**config.mk**
```make
export PLATFORM = sky130hd
export DESIGN_NAME = ulpi_regacc
export DESIGN_NICKNAME = d
export VERILOG_FILES = /design/src/rtl/ulpi_regacc_pkg.sv /design/src/rtl/ulpi_cmd_build.sv /design/src/rtl/ulpi_tx_mux.sv /design/src/rtl/ulpi_regacc.sv
export SDC_FILE = /design/constraint.sdc
export NUM_CORES = 1
export LEC_CHECK = 0
export CORE_MARGIN = 8
export CORE_UTILIZATION = 41
export DETAILED_ROUTE_END_ITERATION = 10
export HOLD_SLACK_MARGIN = 0.08
export PLACE_DENSITY = 0.75
export SLEW_MARGIN = 25
export SYNTH_ARGS = -nofsm -noshare
export SYNTH_HDL_FRONTEND = slang
export SYNTH_SLANG_ARGS = --single-unit
export TNS_END_PERCENT = 10
```
**constraint.sdc**
```tcl
create_clock -name clk -period 1.4 [get_ports clk]
set_input_delay 0.14 -clock clk [delete_from_list [all_inputs] [get_ports clk]]
set_output_delay 0.14 -clock clk [all_outputs]
set_load 0.01 [all_outputs]
```
**src/rtl/ulpi_regacc_pkg.sv**
```systemverilog
package ulpi_regacc_pkg;

    localparam int UW      = 8;          // ULPI data width
    localparam int IMM_W   = 6;          // immediate address field width
    localparam int OP_W    = UW - IMM_W; // opcode field width
    localparam logic [IMM_W-1:0] EXT_CODE = 6'h2F;
    localparam logic [OP_W-1:0]  OP_WR    = 2'b10;
    localparam logic [OP_W-1:0]  OP_RD    = 2'b11;

    typedef enum logic [2:0] {
        ST_IDLE,
        ST_CMD,
        ST_ADDR,
        ST_WDATA,
        ST_STOP,
        ST_TURN,
        ST_CAPT,
        ST_HOLD
    } acc_state_e;

    typedef struct packed {
        acc_state_e     state;
        logic           wr;
        logic [UW-1:0]  addr;
        logic [UW-1:0]  wdata;
        logic [UW-1:0]  rdata;
        logic           done;
    } acc_regs_t;

endpackage

```
**src/rtl/ulpi_cmd_build.sv**
```systemverilog
module ulpi_cmd_build
    import ulpi_regacc_pkg::*;
#(
    parameter bit EXT_EN = 1'b1
) (
    input  logic          wr,
    input  logic [UW-1:0] addr,
    output logic [UW-1:0] cmd,
    output logic          ext
);

    generate
        if (EXT_EN) begin : g_ext
            // long form for anything outside the short field or colliding with the escape code
            assign ext = (addr[UW-1:IMM_W] != '0) || (addr[IMM_W-1:0] == EXT_CODE);
        end else begin : g_imm
            assign ext = 1'b0;
        end
    endgenerate

    always_comb begin
        cmd[UW-1:IMM_W] = wr ? OP_WR : OP_RD;
        cmd[IMM_W-1:0]  = ext ? EXT_CODE : addr[IMM_W-1:0];
    end

endmodule

```
**src/rtl/ulpi_tx_mux.sv**
```systemverilog
module ulpi_tx_mux
    import ulpi_regacc_pkg::*;
(
    input  acc_state_e    state,
    input  logic [UW-1:0] cmd,
    input  logic [UW-1:0] addr,
    input  logic [UW-1:0] wdata,
    input  logic          dir,
    output logic [UW-1:0] data_out,
    output logic          oe,
    output logic          stp
);

    logic drive;

    always_comb begin
        data_out = '0;
        drive    = 1'b0;
        stp      = 1'b0;
        unique case (state)
            ST_CMD:   begin data_out = cmd;   drive = 1'b1; end
            ST_ADDR:  begin data_out = addr;  drive = 1'b1; end
            ST_WDATA: begin data_out = wdata; drive = 1'b1; end
            ST_STOP:  begin drive = 1'b1; stp = 1'b1; end
            default:  ;
        endcase
        oe = drive & ~dir;
    end

endmodule

```
**src/rtl/ulpi_regacc.sv**
```systemverilog
module ulpi_regacc
    import ulpi_regacc_pkg::*;
#(
    parameter bit EXT_EN = 1'b1
) (
    input  logic          clk,
    input  logic          rst_n,
    input  logic          req_valid,
    input  logic          req_write,
    input  logic [7:0]    req_addr,
    input  logic [7:0]    req_wdata,
    output logic          busy,
    output logic          done,
    output logic [7:0]    rdata,
    input  logic          ulpi_dir,
    input  logic          ulpi_nxt,
    input  logic [7:0]    ulpi_data_in,
    output logic [7:0]    ulpi_data_out,
    output logic          ulpi_data_oe,
    output logic          ulpi_stp
);

    acc_regs_t     q, d;
    logic [UW-1:0] cmd_byte;
    logic          is_ext;

    ulpi_cmd_build #(.EXT_EN(EXT_EN)) u_cmd (
        .wr   (q.wr),
        .addr (q.addr),
        .cmd  (cmd_byte),
        .ext  (is_ext)
    );

    ulpi_tx_mux u_mux (
        .state    (q.state),
        .cmd      (cmd_byte),
        .addr     (q.addr),
        .wdata    (q.wdata),
        .dir      (ulpi_dir),
        .data_out (ulpi_data_out),
        .oe       (ulpi_data_oe),
        .stp      (ulpi_stp)
    );

    always_comb begin
        d      = q;
        d.done = 1'b0;
        unique case (q.state)
            ST_IDLE: begin
                if (req_valid && !ulpi_dir) begin
                    d.wr    = req_write;
                    d.addr  = req_addr;
                    d.wdata = req_wdata;
                    d.state = ST_CMD;
                end
            end
            ST_CMD: begin
                if (ulpi_dir)          d.state = ST_HOLD;
                else if (ulpi_nxt)     d.state = is_ext ? ST_ADDR
                                               : (q.wr ? ST_WDATA : ST_TURN);
            end
            ST_ADDR: begin
                if (ulpi_dir)          d.state = ST_HOLD;
                else if (ulpi_nxt)     d.state = q.wr ? ST_WDATA : ST_TURN;
            end
            ST_WDATA: begin
                if (ulpi_dir)          d.state = ST_HOLD;
                else if (ulpi_nxt)     d.state = ST_STOP;
            end
            ST_STOP: begin
                d.state = ST_IDLE;
                d.done  = 1'b1;
            end
            ST_TURN: begin
                // the first cycle with the PHY owning the bus is the turnaround
                if (ulpi_dir)          d.state = ST_CAPT;
            end
            ST_CAPT: begin
                if (ulpi_dir) begin
                    d.rdata = ulpi_data_in;
                    d.done  = 1'b1;
                    d.state = ST_IDLE;
                end else begin
                    d.state = ST_HOLD;
                end
            end
            ST_HOLD: begin
                if (!ulpi_dir)         d.state = ST_CMD;
            end
            default:                   d.state = ST_IDLE;
        endcase
    end

    always_ff @(posedge clk or negedge rst_n) begin
        if (!rst_n) begin
            q <= '{state: ST_IDLE, wr: 1'b0, addr: '0, wdata: '0, rdata: '0, done: 1'b0};
        end else begin
            q <= d;
        end
    end

    assign busy  = (q.state != ST_IDLE);
    assign done  = q.done;
    assign rdata = q.rdata;

endmodule

```
==> run summary, run 1 <==
status: finished with violations
failing checks: negative setup slack
worst slew pin tran: 376 ps
Top Metal Used: met4
Die H: 77.3 µm
final worst setup slack: -473 ps
Max Cap Viol: 0
Cell Chain, Critical Path: and4b_1 -> a311o_1 -> nor4b_4 -> a32o_2 -> buf_6
# fillers: 332
DRT met1 WL: 1.63 mm
synth warn: 0
First-pass DRT Iterations: 4
Design Area, Final: 2380 µm²
DRC violations left: 0
Static Leak: 1.09 nW
Synth Cell Area: 1540 µm²
Routed wire per std cell: 15.9 µm
Port Buffers: 49
Setup violations, final: 39
Overflow after GRT: 0
FF+latch count, synth: 29
worst path buffer plus inverter count: 1
Net count, final: 245
Total GRT Usage: 13.9%
Yosys cell types: 33
ratio of cells with drive above 1 in the final layout: 43.1%
first-pass GRT wire length: 6.89 mm
hold slack final: 249 ps
core area: 3630 µm²
DRT Wirelength: 4.19 mm
setup_tns: -6920 ps
initial antenna violation count: 0
DP Wirelength: 3.05 mm
Worst Setup End Kind: output pin
CTS Buf Count: 5
pre-CTS WS: -572 ps
gate count of the mapped netlist: 139
top-count cell post-synth: dfrtp_1
Max-slew headroom: 74.9%
Worst Path Class, Setup: reg2out
cell taking the most area after synthesis: dfrtp_1
Max FO, Critical Path: 2
Cell Rows: 22
R2R setup slack: -290 ps
Setup Skew: 16.0 ps
top cells by count, synth: dfrtp_1 (29), mux2_2 (22), nor2_1 (13)
vias in the first global route: 1470
initial core utilization: 42.4%
DR WL met3: 343 µm
Skew-Pair Late Insertion Delay: 280 ps
sequential share of the synthesized area: 47.1%
root buffer cell: clkbuf_8
crit-path leading delay family: compound AO/OA/AOI/OAI gates
post-route clock period utilization: 134%
Worst EP required: 1260 ps
fmax: 534 MHz
total number of vias: 1351
# diodes: 0
non-filler cells in the finished layout: 264
CTS tree: done
Synth Area per Inst: 11.1 µm²
DR vias/cell: 5.12
ANT nets after route: 0
synth-to-layout area growth: 54.4%
placed inst area: 2240 µm²
IO Pins: 50
Hold Path Class: in2async
H-tree levels: 2
clk buf depth: 2
RSZ-0062 raised after global routing: yes
PwrDens: 2110 nW/µm²
fin crit period: 1870 ps
Die ar.: 5970 µm²
ys flop type: dfrtp_1
DR iter-0 viols: 136
largest net degree at the start of global routing: 30
placed insts: 250
clk sinks: 29
routability cong.: 0.896
final hold violations: 0
Synth top area share: 47.1%
Max stage delay on crit path: 380 ps
Worst VDD drop: 1030 µV
Reg clk slew, reported paths: 70 ps
WP data arrival: 1730 ps
Area contributors post-synth: dfrtp_1 (47%), mux2_2 (16%), buf_4 (4.4%)
Slowest-stage cell, CP: dfrtp_1
ys async rst share: 100%
number of enable flip-flop cells after synthesis: 0
crit start category: flop
Synthesized Nets: 169
pins over their slew limit: 0
met2 WL: 2.20 mm
DIE WIDTH: 77.3 µm
[logic make-up after synthesis]
logic type             after synthesis  synth area share [%]
AND/OR/NAND/NOR                     34                  12.3
AO/OA/AOI/OAI                       29                  12.7
flip-flops                          29                  47.1
multiplexers                        28                  20.5
buffers and inverters               19                  7.47
[power by group]
part	internal, W	switching [W]	leakage, nW	total, W
registers	0.00123	0.000253	0.359	0.00149
logic	0.00161	0.00126	0.686	0.00287
clock network	0.000344	0.000319	0.0450	0.000663
total	0.00319	0.00183	1.09	0.00502
[routing by layer]
layer	GRT usage, %	vias up
li1	-	645
met4	4.53	0
met2	24.3	53
met3	6.29	2
met1	14.5	651
met5	0	-
[layout make-up]
class                           count  area, µm²  area share [%]
Timing Repair Buffer               86        749            31.5
Clock buffer                        6       72.6            3.05
Sequential cell                    29        728            30.6
Multi-Input combinational cell     91        751            31.6
Clock inverter                      2       10.0           0.421
Inverter                            2       7.51           0.316
Tap cell                           48       60.1            2.52
[metrics by stage]
| stage | total power, W | util [%] |
|---|---|---|
| 2_1_floorplan | 0.00297 | - |
| 3_3_place_gp | 0.00409 | 61.6 |
| 3_5_place_dp | 0.00419 | 61.6 |
| 4_1_cts | 0.00491 | 64.6 |
| 5_1_grt | 0.00535 | 65.5 |
| 6_report | 0.00502 | 65.5 |
[registers in the layout, summed over array words and instances (netlist names)]
register and count:
done 1, q 20, rdata 8
[final timing paths]
path	depth (start not counted)	to	start
setup / recovery	5	ulpi_data_out[4]	q[19]$_DFFE_PN0P_
hold / removal	2	done$_DFF_PN0_	rst_n
setup reg to reg	7	q[28]$_DFFE_PN0P_	q[19]$_DFFE_PN0P_
hold reg to reg	1	q[10]$_DFFE_PN0P_	q[10]$_DFFE_PN0P_
max in group asynchronous	2	q[16]$_DFFE_PN0P_	rst_n
min in group clk	2	q[25]$_DFFE_PN0P_	req_write
[placed cells by master (no fill, tap or decap), types with 2 or more instances in the layout]
cell and count:
buf_4 34, clkdlybuf4s50_1 38, clkbuf_8 5, nor3_1 4, dfrtp_2 2, nor2_2 2
a22oi_2 2, clkinv_2 2, mux2_2 22, dfrtp_1 27, o21ai_1 3, nor2_4 2
inv_1 2, buf_2 8, buf_6 4, mux2_1 6, nor3_2 2, nor2_1 11
nand2_1 4, a21oi_1 8, o21ai_0 3
[timing repair]
item	4_1_cts	5_1_grt
setup endpoints to repair	39	40
buffers inserted	3	3
hold buffers	0	0
resized for setup	39	19
pin swaps	4	7
(Power assumes the default switching activity.)
==> run 2, diff against run 1 <==
- ABC_AREA: default -> 1
==> run 2 against run 1 <==
Compared with the run above: the run still ends with negative setup slack left; maximum frequency increased by 15%; register-to-register slack improved by 100 ps; flip-flop and latch count did not move; sequential power hardly changed; final cell count up 24%; worst setup slack improved by 250 ps; global-route usage rose by 0.16 points; critical endpoint is now ulpi_data_out[6]; largest cell class is now buffers; largest power group unchanged; highest routed layer unchanged.
==> run summary, run 2 <==
crit start category: flop
R2R setup slack: -190 ps (+100 ps)
Largest Register: q
sequential share of the synthesized area: 46.2% (-0.90 points)
Worst Path Class, Setup: reg2out
Hold Path Class: in2async
Overflow after GRT: 0 (unchanged)
vias in the first global route: 1535 (+4.4%)
DR vias/cell: 4.49 (-12%)
pins over their slew limit: 0 (unchanged)
CTS Buf Count: 5 (unchanged)
Slowest-stage cell, CP: dfrtp_1
Setup violations, final: 31 (-21%)
total number of vias: 1472 (+9.0%)
Cell Chain, Critical Path: inv_2 -> buf_6 -> nand3_4 -> nor2_4 -> a21oi_1 -> nand2_1 -> clkdlybuf4s15_2
ratio of cells with drive above 1 in the final layout: 32.5% (-11 points)
fin crit period: 1620 ps (-249 ps)
Area contributors post-synth: dfrtp_1 (46%), nand2_1 (16%), inv_1 (6.0%)
initial antenna violation count: 0 (unchanged)
hold slack final: 254 ps (+5.26 ps)
synth warn: 0 (unchanged)
failing checks: negative setup slack
setup_tns: -4760 ps (+2160 ps)
Die ar.: 6070 µm² (+1.5%)
Reg clk slew, reported paths: 70 ps (about the same)
initial core utilization: 42.9% (+0.50 points)
M3 GR Usage: 4.15% (-2.1 points)
FF+latch count, synth: 29 (unchanged)
Setup Skew: 5.55 ps (-10.4 ps)
final worst setup slack: -224 ps (+249 ps)
leading cell type in the layout, fill and taps excluded: nand2_1
met1 usage: 16.4% (+1.9 points)
Worst VDD drop: 1130 µV (+9.2%)
synth-to-layout area growth: 58.2%
DRT Wirelength: 4.07 mm (-3.0%)
Max Cap Viol: 0 (unchanged)
first-pass GRT wire length: 6.88 mm (-0.20%)
ys async rst share: 100% (unchanged)
ys flop type: dfrtp_1
Synthesized Nets: 228 (+35%)
met2 Use GR: 23.0% (-1.4 points)
Worst EP required: 1260 ps (about the same)
DIE WIDTH: 77.9 µm (+0.77%)
final hold violations: 0 (unchanged)
Reg2Reg Depth: 10 (+3)
ANT nets after route: 0 (unchanged)
commonest cells after routing, fill and taps aside: nand2_1 (61), clkdlybuf4s50_1 (38), buf_4 (33)
fmax: 616 MHz (+15%)
core area: 3660 µm² (+0.76%)
top-count cell post-synth: nand2_1
Worst Setup End Kind: output pin
First-pass DRT Iterations: 4 (unchanged)
number of enable flip-flop cells after synthesis: 0 (unchanged)
# fillers: 308 (-7.2%)
H-tree levels: 2 (unchanged)
cell taking the most area after synthesis: dfrtp_1
Net count, final: 309 (+26%)
Static Leak: 1.29 nW (+18%)
Port Buffers: 49 (unchanged)
status: finished with violations
Die H: 77.9 µm (+0.77%)
Total GRT Usage: 14.1% (+0.16 points)
IO Pins: 50 (unchanged)
gate count of the mapped netlist: 198 (+42%)
routability cong.: 0.823 (-8.2%)
root buffer cell: clkbuf_8
Tot Pwr: 0.00548 W (+9.2%)
DRC violations left: 0 (unchanged)
area occupied by multi-input gates: 719 µm² (-4.2%)
RSZ-0062 raised after global routing: yes
Synth Cell Area: 1570 µm² (+1.9%)
Routed wire per std cell: 12.4 µm (-22%)
Max-slew headroom: 75.9% (+0.96 points)
Max FO, Critical Path: 5 (+3)
worst slew pin tran: 362 ps (-14.4 ps)
DP Wirelength: 3.01 mm (-1.3%)
Synth top area share: 46.2% (-0.90 points)
DR iter-0 viols: 76 (-44%)
CTS tree: done
top cells by count, synth: nand2_1 (65), dfrtp_1 (29), inv_1 (25)
Reg area: 728 µm² (unchanged)
# diodes: 0 (unchanged)
Yosys cell types: 22 (-33%)
Synth Area per Inst: 7.93 µm² (-28%)
Cell Rows: 22 (unchanged)
Max stage delay on crit path: 390 ps (about the same)
post-route clock period utilization: 116% (-18 points)
WP data arrival: 1480 ps (-250 ps)
clk sinks: 29 (unchanged)
RR Startpoint: q[27]$_DFFE_PN0P_
worst r2r dst: q[15]$_DFFE_PN0P_
Most Used Layer, Global Route: met2
clk buf depth: 2 (unchanged)
PwrDens: 2200 nW/µm² (+4.5%)
Largest register FFs: 20 (unchanged)
Skew-Pair Late Insertion Delay: 280 ps (about the same)
largest net degree at the start of global routing: 30 (unchanged)
[run 2: cells by family after synthesis]
kind of cell | synth area share, %
AO/OA/AOI/OAI | 8.13
buffers and inverters | 12.4
multiplexers | 5.98
AND/OR/NAND/NOR | 27.3
flip-flops | 46.2
[run 2: worst max-delay path by stage]
stage,from,endpoint,slack (ps)
finish,q[27]$_DFFE_PN0P_,ulpi_data_out[6],-220
detailed placement,q[28]$_DFFE_PN0P_,ulpi_data_out[2],-460
floorplan,q[26]$_DFFE_PN0P_,ulpi_data_oe,110
global route,q[27]$_DFFE_PN0P_,ulpi_data_out[4],-330
global placement,q[28]$_DFFE_PN0P_,ulpi_data_out[5],-380
CTS,q[27]$_DFFE_PN0P_,ulpi_data_out[4],-240
[run 2: per-layer routing]
metal  up-vias  share of wire (%)  wire length (µm)
met3         5                4.5               181
met4         0                2.1                85
li1        771                  -                 -
met2        30                 49              1990
met5         -                  0                 0
met1       666                 44              1810
[run 2: through the flow]
stage | utilization, % | area, µm² | instances | setup slack, ps
detailed placement | 62.3 | 2280 | 315 | -460
global route | 67.9 | 2480 | 328 | -332
CTS | 67.0 | 2450 | 326 | -242
finish | 67.9 | 2480 | 328 | -224
floorplan | - | 1570 | 198 | 112
global placement | 62.3 | 2280 | 315 | -375
[run 2: what timing repair did]
action | CTS | global route
hold endpoints to repair | 0 | 0
pin swaps | 7 | 1
gates resized for setup | 63 | 7
setup buffers | 3 | 2
hold buffers | 0 | 0
setup endpoints to repair | 29 | 39
gates cloned | 0 | 0
[run 2: cell type report]
cell class	count	area share [%]
clock buffers	6	3.32
clock inverters	2	1.51
flip-flops and latches	29	29.3
repair buffers	86	30.4
well taps	48	2.42
inverters	27	4.08
multi-input cells	130	29.0
[run 2: power breakdown]
part,total (W),switching [W],internal (W)
combinational,0.00307,0.00148,0.00160
clock,0.000895,0.000317,0.000578
sequential,0.00151,0.000264,0.00125
[run 2: critical path, delay by kind of cell (launching register included)]
family | cells | cell delay, ps
compound gates | 1 | 50
buf+inv | 3 | 440
flops | 1 | 390
simple gates | 3 | 320
==> run 3, diff against run 2 <==
- CTS_CLUSTER_SIZE: default -> 10
- PLACE_DENSITY: 0.75 -> 0.84
==> run 3 against run 2 <==
Compared with the run above: the flow still finishes with violations (negative setup slack); power grew 0.14%; combinational power is 8.8% higher; global-route usage increased by 0.41 points; critical endpoint is now ulpi_data_out[3]; largest power group unchanged.
==> run summary, run 3 (synthesized netlist as in run 2, its figures left out) <==
status: finished with violations
failing checks: negative setup slack
Overflow after GRT: 0 (unchanged)
Total GRT Usage: 14.5% (+0.41 points)
PwrDens: 2210 nW/µm² (about the same)
DR iter-0 viols: 64 (-16%)
Die ar.: 6070 µm² (unchanged)
commonest cells after routing, fill and taps aside: nand2_1 (56), clkdlybuf4s50_1 (38), buf_4 (32)
total number of vias: 1585 (+7.7%)
Routed wire per std cell: 13.3 µm (+7.6%)
Largest Register: q
Worst VDD drop: 1050 µV (-7.4%)
ratio of cells with drive above 1 in the final layout: 34.5% (+2.0 points)
DRT Wirelength: 4.35 mm (+6.9%)
DP Wirelength: 2.97 mm (-1.5%)
placed insts: 314 (-0.32%)
crit-path leading delay family: buffers and inverters
root buffer cell: clkbuf_8
Max FO, Critical Path: 7 (+2)
initial antenna violation count: 0 (unchanged)
R2R setup slack: -110 ps (+80 ps)
Tot Pwr: 0.00549 W (+0.14%)
core area: 3660 µm² (unchanged)
Skew-Pair Late Insertion Delay: 280 ps (about the same)
largest net degree at the start of global routing: 36 (+20%)
final hold violations: 0 (unchanged)
fmax: 605 MHz (-1.7%)
Port Buffers: 49 (unchanged)
final worst setup slack: -252 ps (-28.1 ps)
DR vias/cell: 4.86 (+8.3%)
RSZ-0062 raised after global routing: yes
CTS tree: done
First-pass DRT Iterations: 4 (unchanged)
IO Pins: 50 (unchanged)
Max-slew headroom: 76.1% (+0.17 points)
Slowest-stage cell, CP: dfrtp_1
pre-CTS WS: -416 ps (+43.8 ps)
routability cong.: 0.836 (+1.5%)
Max stage delay on crit path: 370 ps (-20 ps)
non-filler cells in the finished layout: 326 (-0.61%)
H-tree levels: 2 (unchanged)
Static Leak: 1.29 nW (+0.66%)
Reg2Reg Depth: 11 (+1)
CTS Buf Count: 5 (unchanged)
# fillers: 289 (-6.2%)
DRC violations left: 0 (unchanged)
worst r2r dst: q[26]$_DFFE_PN0P_
Hold Path Class: in2async
stages on the worst setup path: 9 (+2)
Max Cap Viol: 0 (unchanged)
Setup Skew: 5.27 ps (-0.274 ps)
initial core utilization: 42.9% (unchanged)
fin crit period: 1650 ps (+28.1 ps)
Die H: 77.9 µm (unchanged)
WP data arrival: 1510 ps (+30 ps)
# diodes: 0 (unchanged)
crit start category: flop
Critical Path End: ulpi_data_out[3]
Cell Rows: 22 (unchanged)
Design Area, Final: 2490 µm² (+0.10%)
worst path buffer plus inverter count: 5 (+2)
post-route clock period utilization: 118% (+2.0 points)
worst slew pin tran: 359 ps (-2.62 ps)
placed inst area: 2270 µm² (-0.33%)
first-pass GRT wire length: 7.24 mm (+5.2%)
RR Startpoint: q[27]$_DFFE_PN0P_
Worst Setup End Kind: output pin
Setup violations, final: 31 (unchanged)
leading cell type in the layout, fill and taps excluded: nand2_1
ANT nets after route: 0 (unchanged)
DIE WIDTH: 77.9 µm (unchanged)
Worst EP required: 1260 ps (about the same)
Reg clk slew, reported paths: 60 ps (about the same)
Cell Chain, Critical Path: inv_2 -> buf_12 -> nor2_4 -> nand2_2 -> inv_4 -> buf_6 -> nand2_2 -> nand3_2 -> buf_6
Worst Path Class, Setup: reg2out
vias in the first global route: 1659 (+8.1%)
critical path launch point: q[27]$_DFFE_PN0P_
clk buf depth: 2 (unchanged)
Net count, final: 309 (unchanged)
pins over their slew limit: 0 (unchanged)
clk sinks: 29 (unchanged)
Largest register FFs: 20 (unchanged)
synth-to-layout area growth: 58.4%
==> run 3: cell types whose count changed in the layout (fill, tap and decap cells not counted), moves of 2 or more <==
cell | before | now
buf_2 | 8 | 6
buf_6 | 5 | 8
nand2_1 | 61 | 56
nand2_2 | 5 | 9
==> run 3: routing by layer <==
| layer | GRT usage [%] | share of wire, % |
|---|---|---|
| met1 | 15.3 | 40 |
| met2 | 25.3 | 51 |
| met3 | 5.30 | 5.8 |
| met4 | 6.23 | 3.0 |
| met5 | 0 | 0 |
==> run 3: metrics by stage <==
| stage | hold WS (ps) | setup TNS [ps] | utilization [%] |
|---|---|---|---|
| CTS | 250 | -3010 | 66.3 |
| finish | 237 | -3430 | 67.9 |
| floorplan | -156 | 0 | - |
| global route | 269 | -6130 | 67.9 |
| global placement | 476 | -4100 | 62.1 |
| detailed placement | 485 | -5610 | 62.1 |
==> run 3: what timing repair did <==
action | CTS | global route
hold buffers | 0 | 0
buffers inserted | 3 | 3
pin swaps | 3 | 3
setup endpoints to repair | 31 | 39
gates resized for setup | 71 | 11
cloned | 0 | 0
==> run 3: worst min-delay path by stage <==
stage	from	endpoint	slack (ps)	cells after the start
floorplan	rst_n	done$_DFF_PN0_	-160	0
global placement	q[11]$_DFFE_PN0P_	q[11]$_DFFE_PN0P_	480	2
detailed placement	q[11]$_DFFE_PN0P_	q[11]$_DFFE_PN0P_	490	2
CTS	rst_n	rdata[6]$_DFFE_PN0P_	250	2
global route	rst_n	q[11]$_DFFE_PN0P_	270	2
finish	rst_n	rdata[4]$_DFFE_PN0P_	240	2
==> run 3: report_power, final <==
group	switching, W	internal [W]
clock	0.000295	0.000325
combinational	0.00161	0.00173
sequential	0.000277	0.00125
==> run 3: final cells by class <==
class                   count  area [µm²]  area share, %
clock buffers               5        68.8           2.77
multi-input cells         130         741           29.8
well taps                  48        60.1           2.41
clock inverters             1        5.00          0.201
inverters                  27         104           4.18
flip-flops and latches     29         728           29.3
repair buffers             86         781           31.4
==> run 3: worst reg2reg max path: stages (launching register included) <==
cell	delay, ps
dfrtp_1	400
inv_2	80
buf_4	130
nand2_4	70
buf_6	130
nor2_4	90
buf_6	110
nand3_4	60
buf_12	180
nand3b_1	90
nand2_1	60
nand2_1	60
